File: config.mk
export PLATFORM = sky130hd
export DESIGN_NAME = banked_mapper
export DESIGN_NICKNAME = d
export VERILOG_FILES = /design/src/rtl/banked_mapper.sv
export SDC_FILE = /design/constraint.sdc
export NUM_CORES = 1
export LEC_CHECK = 0
export CORE_MARGIN = 5
export CORE_UTILIZATION = 38
export DETAILED_ROUTE_END_ITERATION = 8
export DONT_BUFFER_PORTS = 1
export GPL_ROUTABILITY_DRIVEN = 0
export PLACE_DENSITY = 0.51
export RECOVER_POWER = 100
export SLEW_MARGIN = 20
export SYNTH_ARGS = -nofsm -noshare
export SYNTH_HDL_FRONTEND = slang
export SYNTH_SLANG_ARGS = --single-unit
File: constraint.sdc
create_clock -name clk -period 6.3 [get_ports clk]
set_clock_uncertainty 0.1 [all_clocks]
set_input_delay 0.315 -clock clk [delete_from_list [all_inputs] [get_ports clk]]
set_output_delay 0.315 -clock clk [all_outputs]
set_load 0.01 [all_outputs]
File: src/rtl/banked_mapper.sv
module banked_mapper #(
  parameter logic [7:0] CTRL_PORT  = 8'h00,
  parameter logic [7:0] PG1_PORT   = 8'hD0,
  parameter logic [7:0] PG2_PORT   = 8'hD1,
  parameter logic [7:0] CTRL_RESET = 8'h8F,
  parameter int         PA_W       = 22
) (
  input  logic            clk,
  input  logic            rst_n,
  input  logic            io_wr,
  input  logic [7:0]      io_port,
  input  logic [7:0]      io_wdata,
  output logic [7:0]      io_rdata,
  input  logic [15:0]     cpu_addr,
  output logic [1:0]      tgt,
  output logic [PA_W-1:0] phys_addr,
  output logic            wr_ok,
  output logic            flash_active
);
  localparam logic [1:0] T_NONE = 2'd0, T_SRAM = 2'd1, T_FLASH = 2'd2, T_BOOT = 2'd3;
  localparam int OFF_W = 14;
  localparam int SPG_W = 5;
  localparam logic [SPG_W-1:0] LAST_PG = '1;

  logic [7:0] ctrl_q, pg1_q, pg2_q;

  always_ff @(posedge clk or negedge rst_n)
    if (!rst_n) begin
      ctrl_q <= CTRL_RESET;
      pg1_q  <= '0;
      pg2_q  <= '0;
    end else if (io_wr) begin
      if (io_port == CTRL_PORT) ctrl_q <= io_wdata;
      else if (io_port == PG1_PORT) pg1_q <= io_wdata;
      else if (io_port == PG2_PORT) pg2_q <= io_wdata;
    end

  assign io_rdata = (io_port == CTRL_PORT) ? ctrl_q :
                    (io_port == PG1_PORT)  ? pg1_q  :
                    (io_port == PG2_PORT)  ? pg2_q  : 8'hFF;

  wire             cpm  = ctrl_q[7];
  wire [2:0]       rsel = ctrl_q[6:4];
  wire [3:0]       pg   = ctrl_q[3:0];
  wire [1:0]       slot = cpu_addr[15:14];
  wire [OFF_W-1:0] off  = cpu_addr[OFF_W-1:0];

  logic [SPG_W-1:0] spg;
  logic             use_pg;
  logic [5:0]       idx;

  always_comb begin
    tgt       = T_NONE;
    phys_addr = '0;
    wr_ok     = 1'b0;
    spg       = '0;
    use_pg    = 1'b0;
    idx       = '0;
    if (slot == 2'd3) begin
      use_pg = 1'b1;
    end else if (pg == 4'd14 && slot != 2'd0) begin
      use_pg = 1'b1;
      spg    = (slot == 2'd1) ? pg1_q[SPG_W-1:0] : pg2_q[SPG_W-1:0];
    end else if (pg == 4'd15 && slot == 2'd1) begin
      use_pg = 1'b1;
      spg    = pg1_q[SPG_W-1:0];
    end else if (pg == 4'd15 && slot == 2'd2) begin
      tgt       = T_FLASH;
      phys_addr = PA_W'({pg2_q, off});
    end else if (!cpm) begin
      if (slot == 2'd0) begin
        tgt = T_SRAM;
        if (!off[13]) phys_addr = PA_W'({5'h08, 1'b0, off[12:0]});
        else          phys_addr = PA_W'({3'b001, rsel, off[12:0]});
      end else if (pg == 4'd0) begin
        use_pg = 1'b1;
        spg    = (slot == 2'd1) ? 5'd2 : 5'd1;
      end else if (pg <= 4'd11) begin
        idx = 6'({pg, 1'b0}) - 6'(slot[1]);
        if (idx == 6'd1) begin
          use_pg = 1'b1;
          spg    = 5'd3;
        end else if (idx <= 6'd21) begin
          use_pg = 1'b1;
          spg    = 5'(idx + 6'd10);
        end
      end
    end else begin
      if (pg == 4'd15 && slot == 2'd0) begin
        tgt       = T_BOOT;
        phys_addr = PA_W'(off[9:0]);
      end else if (pg == 4'd0) begin
        use_pg = 1'b1;
        spg    = 5'(2'd3 - slot);
      end else if (pg <= 4'd7) begin
        idx = 6'((pg - 4'd1) * 3) + 6'(slot);
        if (idx + 6'd12 <= 6'(LAST_PG)) begin
          use_pg = 1'b1;
          spg    = 5'(idx + 6'd12);
        end
      end
    end
    if (use_pg) begin
      tgt       = T_SRAM;
      phys_addr = PA_W'({spg, off});
      wr_ok     = 1'b1;
    end
  end

  assign flash_active = (tgt == T_FLASH);
endmodule


======== Yosys cells after proc, flatten, opt, wreduce, memory -nomap -nowiden ========
Index checks and enable logic that the tools add are counted.
cells by class
  bitwise gates (word level) .............. 2
  magnitude comparators ................... 4
  add/subtract/negate cells ............... 6
  equal/unequal tests ..................... 9
  multiply operators ...................... 1
  muxes and demuxes ....................... 51
  reductions and logical operators ........ 11
operator list
  operator                                                        count
  2-to-1 mux 22 bit                                               6
  2-to-1 mux 5 bit                                                15
  2-to-1 mux 18 bit                                               2
  2-to-1 mux 8 bit                                                3
  == test 8 bit, second input constant                            2
  2-to-1 mux 1 bit                                                16
  2-to-1 mux 2 bit                                                8
  less-or-equal comparator 6 x 5 -> 1 bit, second input constant  2
  2-to-1 mux 10 bit                                               1
  == test 4 bit, second input constant                            2
  zero test 8 bit                                                 1
  adder 6 x 2 -> 6 bit                                            1
  adder 6 x 4 -> 6 bit, second input constant                     1
  == test 2 bit, second input constant                            3
  == test 6 x 1 -> 1 bit, second input constant                   1
  multiplier 5 x 3 -> 6 bit, second input constant                1
  subtractor 5 x 1 -> 6 bit                                       1
  adder 5 x 4 -> 5 bit, second input constant                     1
  subtractor 4 x 1 -> 5 bit, second input constant                1
  less-or-equal comparator 4 x 3 -> 1 bit, second input constant  1
  less-or-equal comparator 4 bit, second input constant           1
  logical AND 1 bit                                               4
  zero test 4 bit                                                 1
  AND reduction 4 bit                                             1
  other kinds (7)                                                 8
word-level totals
  flip-flop bits (word level) ............. 24
  output and inout bits ................... 34

======== Longest topological paths before layout ========
  depth in word-level cells ............... 16
  gate-level depth with buffers ........... 13

======== Worst setup path after synthesis ========
Ideal clock, no wire load.
  path type ............................... reg2out
  from .................................... register ctrl_q[0]
  to ...................................... output phys_addr[0]
  path slack .............................. 2.146 ns
  path buffers ............................ 1
  stages on the path, launching flop included .. 14
  data arrival time ....................... 3.739 ns
  path through ............................ dfstp_2 inv_1 ha_1 xnor2_1 inv_1 fa_1 inv_1 ha_1 nor2b_1 or4b_2 a31oi_2 or4_4 buf_6 and2_4
on the way
  word-level cells in the longest chain between the ends .. 15
  elaborated cells between the ends (all ways) .. 38
  classes of those cells .................. 4 x add/sub; 1 x mul; 4 x order compare; 3 x eq/ne; 21 x mux; 5 x reduce/logical
RTL lines
  element                                  RTL line  text
  from (decl)                              25        logic [7:0] ctrl_q, pg1_q, pg2_q;
  from (signal assigned)                   33        if (io_port == CTRL_PORT) ctrl_q <= io_wdata;
  subtractor 4 x 1 -> 5 bit                96        idx = 6'((pg - 4'd1) * 3) + 6'(slot);
  multiplier 5 x 3 -> 6 bit                96
  adder 6 x 2 -> 6 bit                     96
  adder 6 x 4 -> 6 bit                     -
  less-or-equal comparator 6 x 5 -> 1 bit  97        if (idx + 6'd12 <= 6'(LAST_PG)) begin
  2-to-1 mux 1 bit                         97
  2-to-1 mux 1 bit                         95        end else if (pg <= 4'd7) begin
  2-to-1 mux 1 bit                         92        end else if (pg == 4'd0) begin
  2-to-1 mux 1 bit                         89        if (pg == 4'd15 && slot == 2'd0) begin
  2-to-1 mux 1 bit                         70        end else if (!cpm) begin
  2-to-1 mux 1 bit                         67        end else if (pg == 4'd15 && slot == 2'd2) begin
  2-to-1 mux 1 bit                         64        end else if (pg == 4'd15 && slot == 2'd1) begin
  2-to-1 mux 1 bit                         61        end else if (pg == 4'd14 && slot != 2'd0) begin
  2-to-1 mux 1 bit                         59        if (slot == 2'd3) begin
  2-to-1 mux 22 bit *                      103       if (use_pg) begin
  to (decl)                                16        output logic [PA_W-1:0] phys_addr,
Mark *: on every way between the ends. The rest lies on a longest branch, timed or not.

======== Worst setup path in the final report ========
  from .................................... register ctrl_q[1]
  to ...................................... output phys_addr[10]
Same word-level chain as after synthesis.

==> reports/results.txt <==
Averaged over all synthesized cells, the footprint is 9.268 sq um. Setup repair after global routing left no endpoint under its margin. For this run, asynchronously set or reset flops after synthesis account for 100.0%. The worst register-to-register path begins at ctrl_q[1]$_DFFE_PN1P_.

The run gives 39.3% as the fraction of power consumed by sequential logic. The maximum count of clock buffers along a single path was 2; the number of vias after detailed routing was 2048. Power spread over the standard cell area amounts to 178.0 nW/um^2. Relative to the synthesized area, the layout overhead comes to 0.9171%.

The highest achievable clock rate is 197.8 MHz, and the post-route antenna net violation count is 0. The normalized max-slew margin was 11.55%. Global-route wire length before repair: 11140 um. The clock root buffer master was sky130_fd_sc_hd__clkbuf_8. The logs give 23.5% for the part of the power in the clock network and 0.1480 mV for the peak supply drop. The logs give 0.001057 uW for the static leakage and 24 for the TritonCTS sink count. The post-CTS resize count is 0, and the number of synthesized register bits is 24. The beginning of the critical path was ctrl_q[1]$_DFFE_PN1P_. For this design the top-level I/O count stands at 69.

Setup violations remaining at the end of the flow were counted as 0. In this run, synthesis inferred 0 flip-flops with an integrated enable. Ranked by total cell area, the synthesized netlist is headed by sky130_fd_sc_hd__dfrtp_1, sky130_fd_sc_hd__mux2_2, sky130_fd_sc_hd__ha_1. The run gives 0 as the max-slew violation count. The violation count after the first detailed-route iteration came out at 131.

For this design, the CTS-stage hold fixing added 2 buffers. TritonCTS created 3 clock buffers. The mapped netlist covers 2456 sq um. In this run the worst path has a maximum fanout of 8. Entering global routing, the biggest net connects 28 pins. The net count of the finished layout is 314. Depth of the most critical reg-to-reg path: 1. The capturing point of the worst reg2reg path is ctrl_q[1]$_DFFE_PN1P_.

The minimum period implied by the final worst setup slack is 5.056 ns, and the portion of the clock cycle consumed by the worst path in the final layout is 80.26%. In the synthesized netlist the dominant register cell turns out to be sky130_fd_sc_hd__dfrtp_1. The tools report the final total negative setup slack as 0 ns. In this run the biggest area consumer among cell types represents 19.36% of the synthesized area.

The flow ran to the end, and the final reports show no timing, DRC or antenna violations. For the via count of the first global-routing pass, the log shows 2152. Type of origin of the critical path: a register. The tool flagged a number of max-cap violations equal to 0.

The internal power of the cells totals 289.9 uW. Number of levels in the clock H-tree: 1. The switching share of power came out at 34.31%. The largest area contributor in the synthesized netlist is sky130_fd_sc_hd__dfrtp_1. The vertical die dimension is 90.40 um.

In this run the standard cell core region covers 6314 sq um. Buffers added to address setup during post-CTS repair amount to 0. The run gives 0 as the total number of yosys warnings. Once layout is done, the placed cells without fillers occupy 2479 sq um. At the worst endpoint, the required time is 5.88 ns. Summed over all nets, the switching power comes to 151.4 uW. The netlist uses 69 different library cells. The count of input and output buffers was 0; the fraction of final layout cells sized beyond drive strength 1 was 19.54%.

Cells fill 39.26% of the core in the end. The initial antenna violation count was 0; the effective utilization at floorplan was 38.90%. Summed over all layers, the routed wires come to 6738 um.

The die covers 8171 sq um. After global routing the overflow that remains totals 0. Counting every net in the synthesized netlist gives 317. Most common library cell in the layout ignoring fill and taps: sky130_fd_sc_hd__nor2_1. The number of core rows came out at 29.

TritonCTS built the clock tree. The clock input transition at the sequential cells of the worst setup and hold paths was 0.08 ns. The worst setup path is of the reg -> out kind. STA classifies the critical path endpoint as an output port. The type of the tightest min-delay check was in -> reg. The tools report the all-layer global routing usage as 16.20%. Detailed placement finished with a half-perimeter wire length of 5253 um. The final antenna diode count is 0.

In the routed layout, each cell is associated on average with a via count of 6.059. In this run the register-to-register setup slack is 5.18 ns. Following the worst setup path forward leads to its endpoint at phys_addr[10].

The library cells used most frequently in the layout, excluding fill and tap cells, are sky130_fd_sc_hd__nor2_1, sky130_fd_sc_hd__mux2_2, sky130_fd_sc_hd__dfrtp_1, sky130_fd_sc_hd__inv_1, sky130_fd_sc_hd__ha_1. Synthesis produced 265 cells. Portion of the post-synthesis area used by sequential elements: 24.71%. The clock latency reported for the late side of the worst-skew pair is 0.26 ns, and the number of instances on the worst hold path is 1. The logs give 0 for the count of unresolved DRC violations after routing and 4 for the iteration count of the initial detailed-routing pass. Summing all placed instances gives a cell area of 2484 sq um. The routed wirelength normalized by instance count was 19.93 um; the signal arrival time at the worst endpoint was 4.64 ns. The floorplan step set the die width to 90.40 um. Combinational logic burns 37.2% of the power. The count of endpoints failing hold in the final timing report was 0; the actual transition at the worst max-transition pin was 1.327 ns.
-- critical path, cell delays in order (launching register included) --
cell                        delay (ns)
sky130_fd_sc_hd__dfstp_1          0.75
sky130_fd_sc_hd__inv_1            0.08
sky130_fd_sc_hd__ha_1             0.29
sky130_fd_sc_hd__xnor2_1          0.26
sky130_fd_sc_hd__inv_1            0.12
sky130_fd_sc_hd__fa_1             0.54
sky130_fd_sc_hd__inv_1            0.04
sky130_fd_sc_hd__ha_1             0.31
sky130_fd_sc_hd__nor2b_1          0.18
sky130_fd_sc_hd__o2111ai_1        0.27
sky130_fd_sc_hd__a31oi_1          0.23
sky130_fd_sc_hd__a2111oi_0        0.92
sky130_fd_sc_hd__a21boi_0         0.39
-- logic make-up (layout without fill, tap and decap cells) --
group / after synthesis / count (layout) / synth area share [%]
adder cells (fa/ha/maj): 17 / 17 / 9.577
flip-flops: 24 / 24 / 24.71
multiplexers: 27 / 27 / 12.28
AND/OR/NAND/NOR: 92 / 92 / 22.52
XOR/XNOR: 8 / 8 / 3.159
buffers and inverters: 27 / 23 / 5.553
AO/OA/AOI/OAI: 70 / 70 / 22.21
-- flip-flops by register name, summed over array words and instances (netlist names) --
signal / count
pg2_q: 8
ctrl_q: 8
pg1_q: 8
-- power by group through the flow --
stage          clock, uW  sequential (uW)  combinational (uW)
3_5_place_dp           0              176                 170
4_1_cts              108              173                 176
5_1_grt              114              175                 185
2_1_floorplan          0              171                 147
3_3_place_gp           0              176                 172
6_report             104              173                 164
-- through the flow --
| stage | std cells | setup WS, ns | power [uW] | hold slack [ns] |
|---|---|---|---|---|
| finish | 338 | 1.244 | 441.2 | 0.09055 |
| global route | 338 | 0.7664 | 474.5 | 0.08028 |
| CTS | 338 | 1.579 | 457.6 | 0.08695 |
| detailed placement | 332 | 1.895 | 346.7 | -0.07988 |
| global placement | 332 | 1.946 | 348.8 | -0.07989 |
| floorplan | 265 | 2.146 | 317.9 | -0.08059 |
-- metal layers --
layer / wire, um / track usage (%) / vias up
met4: 44 / 2.854 / 0
met3: 550 / 5.000 / 5
met2: 3248 / 27.13 / 63
met1: 2894 / 20.71 / 997
met5: 0 / 0 / -
li1: - / - / 983
-- Yosys cell counts (3+ instances only) --
cell type	count
sky130_fd_sc_hd__o2111ai_1	3
sky130_fd_sc_hd__and3_1	5
sky130_fd_sc_hd__o31ai_1	3
sky130_fd_sc_hd__nor3_1	5
sky130_fd_sc_hd__nor2b_1	3
sky130_fd_sc_hd__o22ai_1	12
sky130_fd_sc_hd__dfrtp_1	19
sky130_fd_sc_hd__a21oi_1	12
sky130_fd_sc_hd__xnor2_1	5
sky130_fd_sc_hd__inv_1	16
sky130_fd_sc_hd__o2bb2ai_1	3
sky130_fd_sc_hd__clkbuf_1	7
sky130_fd_sc_hd__nor2_1	27
sky130_fd_sc_hd__and2_4	10
sky130_fd_sc_hd__dfstp_2	5
sky130_fd_sc_hd__nand2b_1	3
sky130_fd_sc_hd__nor4_1	3
sky130_fd_sc_hd__nand2_1	9
sky130_fd_sc_hd__o21ai_0	6
sky130_fd_sc_hd__a32oi_1	3
sky130_fd_sc_hd__fa_1	3
sky130_fd_sc_hd__ha_1	14
sky130_fd_sc_hd__nand3_1	4
sky130_fd_sc_hd__mux2_2	25
sky130_fd_sc_hd__a21boi_0	3
-- final cells by class --
cell class                      instances  area [sq um]
Multi-Input combinational cell        214          1639
Sequential cell                        24         606.8
Fill cell                             647          3835
Clock buffer                            4         55.05
Inverter                               16         60.06
Timing Repair Buffer                    3         21.27
Tap cell                               77         96.34
-- worst min-delay path by stage --
| stage | start | end |
|---|---|---|
| floorplan | rst_n | ctrl_q[4]$_DFFE_PN0P_ |
| global placement | rst_n | pg1_q[6]$_DFFE_PN0P_ |
| detailed placement | rst_n | pg1_q[6]$_DFFE_PN0P_ |
| CTS | io_wdata[1] | ctrl_q[1]$_DFFE_PN1P_ |
| global route | io_wdata[0] | pg2_q[0]$_DFFE_PN0P_ |
| finish | io_wdata[3] | pg2_q[3]$_DFFE_PN0P_ |
No activity file was read; power rests on OpenSTA's default activity.
